`config.mk`:
```
export PLATFORM = sky130hd
export DESIGN_NAME = fsk_burst_framer
export DESIGN_NICKNAME = d
export VERILOG_FILES = /design/src/rtl/fsk_framer_pkg.sv /design/src/rtl/frame_store.sv /design/src/rtl/crc8_accum.sv /design/src/rtl/interval_timer.sv /design/src/rtl/fsk_burst_framer.sv
export SDC_FILE = /design/constraint.sdc
export NUM_CORES = 1
export LEC_CHECK = 0
export BUFFER_PORTS_ARGS = -buffer_cell sky130_fd_sc_hd__buf_4
export CORE_ASPECT_RATIO = 1.5
export CORE_MARGIN = 2
export CORE_UTILIZATION = 56
export CTS_CLUSTER_SIZE = 25
export DETAILED_ROUTE_END_ITERATION = 6
export PLACE_DENSITY_LB_ADDON = 0.05
export SETUP_SLACK_MARGIN = 0.5
export SLEW_MARGIN = 20
export SYNTH_ARGS = -nofsm -noshare
export SYNTH_HDL_FRONTEND = slang
export SYNTH_SLANG_ARGS = --single-unit
```
`constraint.sdc`:
```
create_clock -name clk -period 1.97 [get_ports clk]
set_input_delay 0.0985 -clock clk [delete_from_list [all_inputs] [get_ports clk]]
set_output_delay 0.0985 -clock clk [all_outputs]
set_load 0.05 [all_outputs]
```
`src/rtl/fsk_framer_pkg.sv`:
```
package fsk_framer_pkg;

  typedef enum logic [2:0] {
    PH_IDLE,
    PH_CRC,
    PH_SEL,
    PH_TONE,
    PH_GUARD,
    PH_GAP
  } phase_t;

  // One byte through an MSB-first, non-reflected CRC-8.
  function automatic logic [7:0] crc8_byte(input logic [7:0] acc,
                                           input logic [7:0] data,
                                           input logic [7:0] poly);
    logic [7:0] c;
    c = acc ^ data;
    for (int k = 0; k < 8; k++) begin
      c = c[7] ? ((c << 1) ^ poly) : (c << 1);
    end
    return c;
  endfunction

endpackage

```
`src/rtl/frame_store.sv`:
```
module frame_store #(
  parameter int N  = 9,
  parameter int AW = $clog2(N)
) (
  input  logic          clk,
  input  logic          rst_n,
  input  logic          wr_en,
  input  logic [AW-1:0] wr_addr,
  input  logic [7:0]    wr_data,
  input  logic          crc_we,
  input  logic [7:0]    crc_val,
  input  logic [AW-1:0] rd_addr,
  output logic [7:0]    rd_data
);

  logic [7:0] mem [N];

  for (genvar i = 0; i < N; i++) begin : g_slot
    logic       host_hit;
    logic       slot_we;
    logic [7:0] slot_d;

    assign host_hit = wr_en && (wr_addr == AW'(i));

    if (i == N - 1) begin : g_crc_slot
      // The checksum write takes priority over a host write to this slot.
      assign slot_we = crc_we || host_hit;
      assign slot_d  = crc_we ? crc_val : wr_data;
    end else begin : g_body_slot
      assign slot_we = host_hit;
      assign slot_d  = wr_data;
    end

    always_ff @(posedge clk or negedge rst_n) begin
      if (!rst_n) begin
        mem[i] <= 8'h00;
      end else if (slot_we) begin
        mem[i] <= slot_d;
      end
    end
  end

  assign rd_data = mem[rd_addr];

endmodule

```
`src/rtl/crc8_accum.sv`:
```
module crc8_accum
  import fsk_framer_pkg::*;
#(
  parameter logic [7:0] POLY = 8'h07
) (
  input  logic       clk,
  input  logic       rst_n,
  input  logic       clr,
  input  logic       en,
  input  logic [7:0] din,
  output logic [7:0] crc_next
);

  logic [7:0] acc_q;
  logic [7:0] acc_d;

  assign crc_next = crc8_byte(acc_q, din, POLY);

  always_comb begin
    acc_d = acc_q;
    if (clr)     acc_d = 8'h00;
    else if (en) acc_d = crc_next;
  end

  always_ff @(posedge clk or negedge rst_n) begin
    if (!rst_n) acc_q <= 8'h00;
    else        acc_q <= acc_d;
  end

endmodule

```
`src/rtl/interval_timer.sv`:
```
module interval_timer #(
  parameter int CW = 8
) (
  input  logic          clk,
  input  logic          rst_n,
  input  logic          run,
  input  logic [CW-1:0] limit,
  output logic          done
);

  logic [CW-1:0] cnt_q;
  logic [CW-1:0] cnt_d;

  assign done = run && (cnt_q == limit - CW'(1));

  always_comb begin
    if (!run || done) cnt_d = '0;
    else              cnt_d = cnt_q + CW'(1);
  end

  always_ff @(posedge clk or negedge rst_n) begin
    if (!rst_n) cnt_q <= '0;
    else        cnt_q <= cnt_d;
  end

  assert_cnt_bound_R5: assert property (@(posedge clk) disable iff (!rst_n)
    run |-> (cnt_q < limit));

endmodule

```
`src/rtl/fsk_burst_framer.sv`:
```
module fsk_burst_framer
  import fsk_framer_pkg::*;
#(
  parameter int         FRAME_BYTES  = 9,
  parameter int         TICKS_PER_MS = 200000,
  parameter int         ON_MS        = 8,
  parameter int         GUARD_MS     = 8,
  parameter int         GAP_MS       = 16,
  parameter logic [7:0] CRC_POLY     = 8'h07,
  localparam int        AW           = $clog2(FRAME_BYTES)
) (
  input  logic          clk,
  input  logic          rst_n,
  input  logic          enable,
  input  logic          wr_en,
  input  logic [AW-1:0] wr_addr,
  input  logic [7:0]    wr_data,
  input  logic          sel_ack,
  output logic          sel_req,
  output logic          sel_bit,
  output logic          tone_en
);

  localparam int ON_TICKS    = ON_MS * TICKS_PER_MS;
  localparam int GUARD_TICKS = GUARD_MS * TICKS_PER_MS;
  localparam int GAP_TICKS   = GAP_MS * TICKS_PER_MS;
  localparam int MAX_A       = (ON_TICKS > GUARD_TICKS) ? ON_TICKS : GUARD_TICKS;
  localparam int MAX_TICKS   = (MAX_A > GAP_TICKS) ? MAX_A : GAP_TICKS;
  localparam int CW          = $clog2(MAX_TICKS + 1);
  localparam logic [AW-1:0] LAST_BODY = AW'(FRAME_BYTES - 2);
  localparam logic [AW-1:0] LAST_SLOT = AW'(FRAME_BYTES - 1);

  phase_t        phase_q, phase_d;
  logic [AW-1:0] byte_q, byte_d;
  logic [2:0]    bit_q, bit_d;

  logic          crc_clr, crc_en, crc_we;
  logic [7:0]    crc_next;
  logic [7:0]    rd_data;
  logic          t_run, t_done;
  logic [CW-1:0] t_limit;

  frame_store #(.N(FRAME_BYTES), .AW(AW)) u_store (
    .clk     (clk),
    .rst_n   (rst_n),
    .wr_en   (wr_en),
    .wr_addr (wr_addr),
    .wr_data (wr_data),
    .crc_we  (crc_we),
    .crc_val (crc_next),
    .rd_addr (byte_q),
    .rd_data (rd_data)
  );

  crc8_accum #(.POLY(CRC_POLY)) u_crc (
    .clk      (clk),
    .rst_n    (rst_n),
    .clr      (crc_clr),
    .en       (crc_en),
    .din      (rd_data),
    .crc_next (crc_next)
  );

  interval_timer #(.CW(CW)) u_timer (
    .clk   (clk),
    .rst_n (rst_n),
    .run   (t_run),
    .limit (t_limit),
    .done  (t_done)
  );

  assign t_run = (phase_q == PH_TONE) || (phase_q == PH_GUARD) || (phase_q == PH_GAP);

  always_comb begin
    case (phase_q)
      PH_TONE:  t_limit = CW'(ON_TICKS);
      PH_GUARD: t_limit = CW'(GUARD_TICKS);
      default:  t_limit = CW'(GAP_TICKS);
    endcase
  end

  assign sel_req = (phase_q == PH_SEL);
  assign sel_bit = rd_data[bit_q];
  assign tone_en = (phase_q == PH_TONE);

  // Next-state process
  always_comb begin
    phase_d = phase_q;
    byte_d  = byte_q;
    bit_d   = bit_q;
    crc_clr = 1'b0;
    crc_en  = 1'b0;
    crc_we  = 1'b0;
    case (phase_q)
      PH_IDLE: begin
        crc_clr = 1'b1;
        if (enable) begin
          phase_d = PH_CRC;
          byte_d  = AW'(1);
        end
      end
      PH_CRC: begin
        crc_en = 1'b1;
        if (byte_q == LAST_BODY) begin
          crc_we  = 1'b1;
          phase_d = PH_SEL;
          byte_d  = '0;
          bit_d   = '0;
        end else begin
          byte_d = byte_q + AW'(1);
        end
      end
      PH_SEL: begin
        if (sel_ack) phase_d = PH_TONE;
      end
      PH_TONE: begin
        if (t_done) phase_d = PH_GUARD;
      end
      PH_GUARD: begin
        if (t_done) begin
          if (bit_q == 3'd7 && byte_q == LAST_SLOT) begin
            phase_d = PH_GAP;
            byte_d  = '0;
            bit_d   = '0;
          end else begin
            phase_d = PH_SEL;
            bit_d   = bit_q + 3'd1;
            if (bit_q == 3'd7) byte_d = byte_q + AW'(1);
          end
        end
      end
      PH_GAP: begin
        if (t_done) phase_d = PH_IDLE;
      end
      default: phase_d = PH_IDLE;
    endcase
  end

  // Register process
  always_ff @(posedge clk or negedge rst_n) begin
    if (!rst_n) begin
      phase_q <= PH_IDLE;
      byte_q  <= '0;
      bit_q   <= '0;
    end else begin
      phase_q <= phase_d;
      byte_q  <= byte_d;
      bit_q   <= bit_d;
    end
  end

  assert_tone_excl_R5: assert property (@(posedge clk) disable iff (!rst_n)
    !(tone_en && sel_req));

  assert_sel_hold_R4: assert property (@(posedge clk) disable iff (!rst_n)
    (sel_req && !sel_ack) |=> (sel_req && $stable(sel_bit)));

  assert_tone_after_ack_R5: assert property (@(posedge clk) disable iff (!rst_n)
    (sel_req && sel_ack) |=> $rose(tone_en));

  assert_crc_range_R2: assert property (@(posedge clk) disable iff (!rst_n)
    (phase_q == PH_CRC) |-> (byte_q >= AW'(1) && byte_q <= LAST_BODY));

  assert_gap_quiet_R6: assert property (@(posedge clk) disable iff (!rst_n)
    (phase_q == PH_GAP) |=> !tone_en);

endmodule

```
==> summary.md <==
| Metric | Value |
|---|---|
| Synth Flop Type | dfrtp_1 |
| R2R Setup Slk | -0.41 ns |
| Setup TNS | -6.12 ns |
| Reg2Reg Capture Point | u_store.mem[3] |
| Worst R2R Path Depth | 11 |
| Worst-margin pin slew | 0.508 ns |
| Vias | 4514 |
| Period Utilization, post-route | 1.28 |
| Area grow syn2layout | 37.2% |
| Fin cells | 783 |
| TritonCTS clock tree | built |
| Placed instance count | 728 |
| Min-delay worst type | in -> reg |
| Worst path required time | 1.87 ns |
| Pre-antenna DRT Iters | 4 |
| YS warnings | 0 |
| Sequential-to-total area share from yosys stat | 0.473 |
| # port buffers | 19 |
| Critical Path AT | 2.42 ns |
| DP Wirelength | 10400 um |
| Vias in the first global route | 4905 |
| Die footprint | 11400 sq um |
| Ant. Diodes | 0 |
| Fin crit period | 2.52 ns |
| # setup viols final | 21 |
| First-pass GRT wire length | 24600 um |
| Initial antenna violation count | 0 |
| Die X | 88.0 um |
| Initial drt markers | 217 |
| Crit Path Category | reg -> out |
| RSZ-0062 raised after global routing | yes |
| Grt ovf | 0 |
| Clk_lat worst skew | 0.35 ns |
| Per-cell routed wire length | 20.0 um |
| Core Area | 10400 sq um |
| Distinct cells, synth | 58 |
| Remaining DRCs | 0 |
| Lkg Pwr | 3.45 nW |
| CTS Buffer Depth | 2 |
| Crit end category | primary output |
| Row count | 46 |
| FFs w/ async S/R, synth | 1.00 |
| Gr usage total | 0.289 |
| Final worst slack | -0.552 ns |
| IR drop worst, VDD | 0.000698 V |
| Cell Pwr Density | 1370 nW/um^2 |
| Via/cell ratio | 5.77 |
| Routed WL | 15700 um |
| Final Wtd Congestion | 0.952 |
| Layout cells sized above 1 | 0.529 |
| Status | finished with violations |
| Post-route ant nets | 0 |
| Syn Area/Cell | 11.5 sq um |
| Crit path max fanout | 8 |
| Hold Path Depth | 2 |
| Mapped Cells | 515 |
| CTS sink cnt | 112 |
| Post-synth EDFFs | 0 |
| Dpl ws | -0.404 ns |
| Die height | 130 um |
| Synth Register Bits | 112 |
| Mapped cell area | 5920 sq um |
| Largest net degree at the start of global routing | 55 |
| Hold_sp | wr_data[7] |
| Hold Path End | u_store.mem[39] |
| Number of I/O pins | 20 |
| Root Driver | clkbuf_16 |
| Post-Syn Nets | 537 |
| Final nets | 656 |
| CTS Buf Count | 9 |
| Relative slew margins | 0.660 |
| Clock Pin Slew Worst Setup and Hold Paths | 0.07 ns |
| Fin. Hold Viols | 0 |
| H-tree depth | 3 |
| Starting Density | 0.569 |
| Clock skew | 0.00614 ns |
| Max Cap Viol | 0 |
| Reg-to-Reg Start | byte_q[1] |
| Fmax | 397 MHz |
| Slew Viols, Final | 0 |
| Violated checks | negative setup slack |
| Crit path launch type | register |
## area by class of cell
cell class,count,area (sq um)
Clock buffer,10,229
Clock inverter,6,92.6
Fill cell,648,2290
Inverter,5,18.8
Multi-Input combinational cell,375,3580
Sequential cell,112,2810
Tap cell,144,180
Timing Repair Buffer,131,1220
## worst max-delay path: stages, from the launching register on
cell     delay [ns]
dfrtp_1        0.43
buf_6          0.16
buf_12         0.14
mux2i_2        0.16
a22oi_1        0.19
a32oi_1        0.13
buf_4          0.16
mux2_2         0.25
nand2_1        0.09
nand3_2        0.09
o21ai_4        0.08
buf_8          0.16
## metrics by stage
step | hold WS, ns | power, mW | area (sq um) | utilization
floorplan | -0.197 | 6.16 | 6080 | -
global placement | 0.00904 | 7.40 | 6820 | 0.654
detailed placement | 0.00974 | 7.50 | 6820 | 0.654
CTS | 0.0471 | 10.7 | 7910 | 0.759
global route | 0.0540 | 11.7 | 8130 | 0.780
finish | 0.0527 | 11.2 | 8130 | 0.780
## worst max path at each step
stage | from | to | slack [ns] | depth (start not counted)
after floorplan | byte_q[0] | sel_bit | -0.21 | 5
after global placement | byte_q[0] | u_store.mem[6] | -0.36 | 8
after detailed placement | byte_q[0] | u_store.mem[6] | -0.40 | 8
after CTS | byte_q[1] | sel_bit | -0.55 | 7
after global routing | byte_q[1] | sel_bit | -0.65 | 11
final | byte_q[1] | sel_bit | -0.55 | 11
## cells by family after synthesis
logic type,count (synthesis),synth area share
AOI/OAI and AO/OA,62,0.0729
and+or+nand+nor,157,0.139
buffers and inverters,28,0.0266
muxes,109,0.208
DFF,112,0.473
adders and majority gates,5,0.0106
xor gates and xnor gates,42,0.0697
## state kept, by name, summed over array words and instances, names as in the netlist
register and flops:
byte_q 4, phase_q 3, u_crc.acc_q 8, bit_q 3, u_store.mem 72, u_timer.cnt_q 22
## what timing repair did
item,in CTS,in global routing
setup endpoints to repair,51,51
hold buffers,1,0
cloned,3,0
pin swaps,34,18
gates resized for setup,115,37
setup buffers,28,7
hold endpoints to repair,66,0
## report_power, final
| group | switching [mW] | total [mW] | internal [mW] |
|---|---|---|---|
| combinational | 2.82 | 6.00 | 3.17 |
| sequential | 0.384 | 3.18 | 2.80 |
| clock | 0.854 | 1.98 | 1.12 |
| total | 4.06 | 11.2 | 7.09 |
## routing by layer
| layer | GRT usage | part of all wire |
|---|---|---|
| met1 | 0.310 | 0.36 |
| met3 | 0.0386 | 0.024 |
| met5 | 0 | 0 |
| met4 | 0.140 | 0.037 |
| met2 | 0.545 | 0.58 |
## synthesized netlist by cell type (3+ instances only)
cell,count,area share
inv_1,5,0.0032
a221oi_1,3,0.0044
mux2i_1,30,0.051
nand3b_1,5,0.0063
and3_1,9,0.0095
buf_6,3,0.0057
and2_1,4,0.0042
nand3_1,16,0.014
mux2_2,76,0.14
ha_1,5,0.011
a22oi_1,6,0.0076
xnor2_2,5,0.014
nor2b_1,7,0.0074
or3_1,3,0.0032
nand4b_1,4,0.0059
o21ai_0,11,0.0093
a21oi_1,18,0.015
a22o_1,3,0.0044
xnor2_1,15,0.022
nor2_1,47,0.030
nand4_1,3,0.0032
nand2_1,40,0.025
xor2_1,21,0.031
dfrtp_1,112,0.47
o21ai_1,7,0.0059
clkbuf_1,14,0.0089
## placed cells by master (no fill, tap or decap), types with 4 or more instances in the layout
cell type	n
clkbuf_16	9
and3_1	4
dfrtp_2	5
nor2_2	4
nand3b_1	5
o21ai_1	13
nand4b_1	4
nand2_1	37
nand3_1	11
mux2i_1	24
xor2_2	6
xnor2_2	9
inv_1	4
mux2_2	76
nor2b_4	4
nand3_2	4
xor2_1	15
mux2i_2	4
buf_4	95
a21oi_1	13
buf_12	6
a21oi_2	5
nor2_4	21
and3_4	5
xnor2_1	8
nor2_1	23
dfrtp_1	107
buf_6	23
a22oi_2	4
Power figures use the tool's default switching activity.
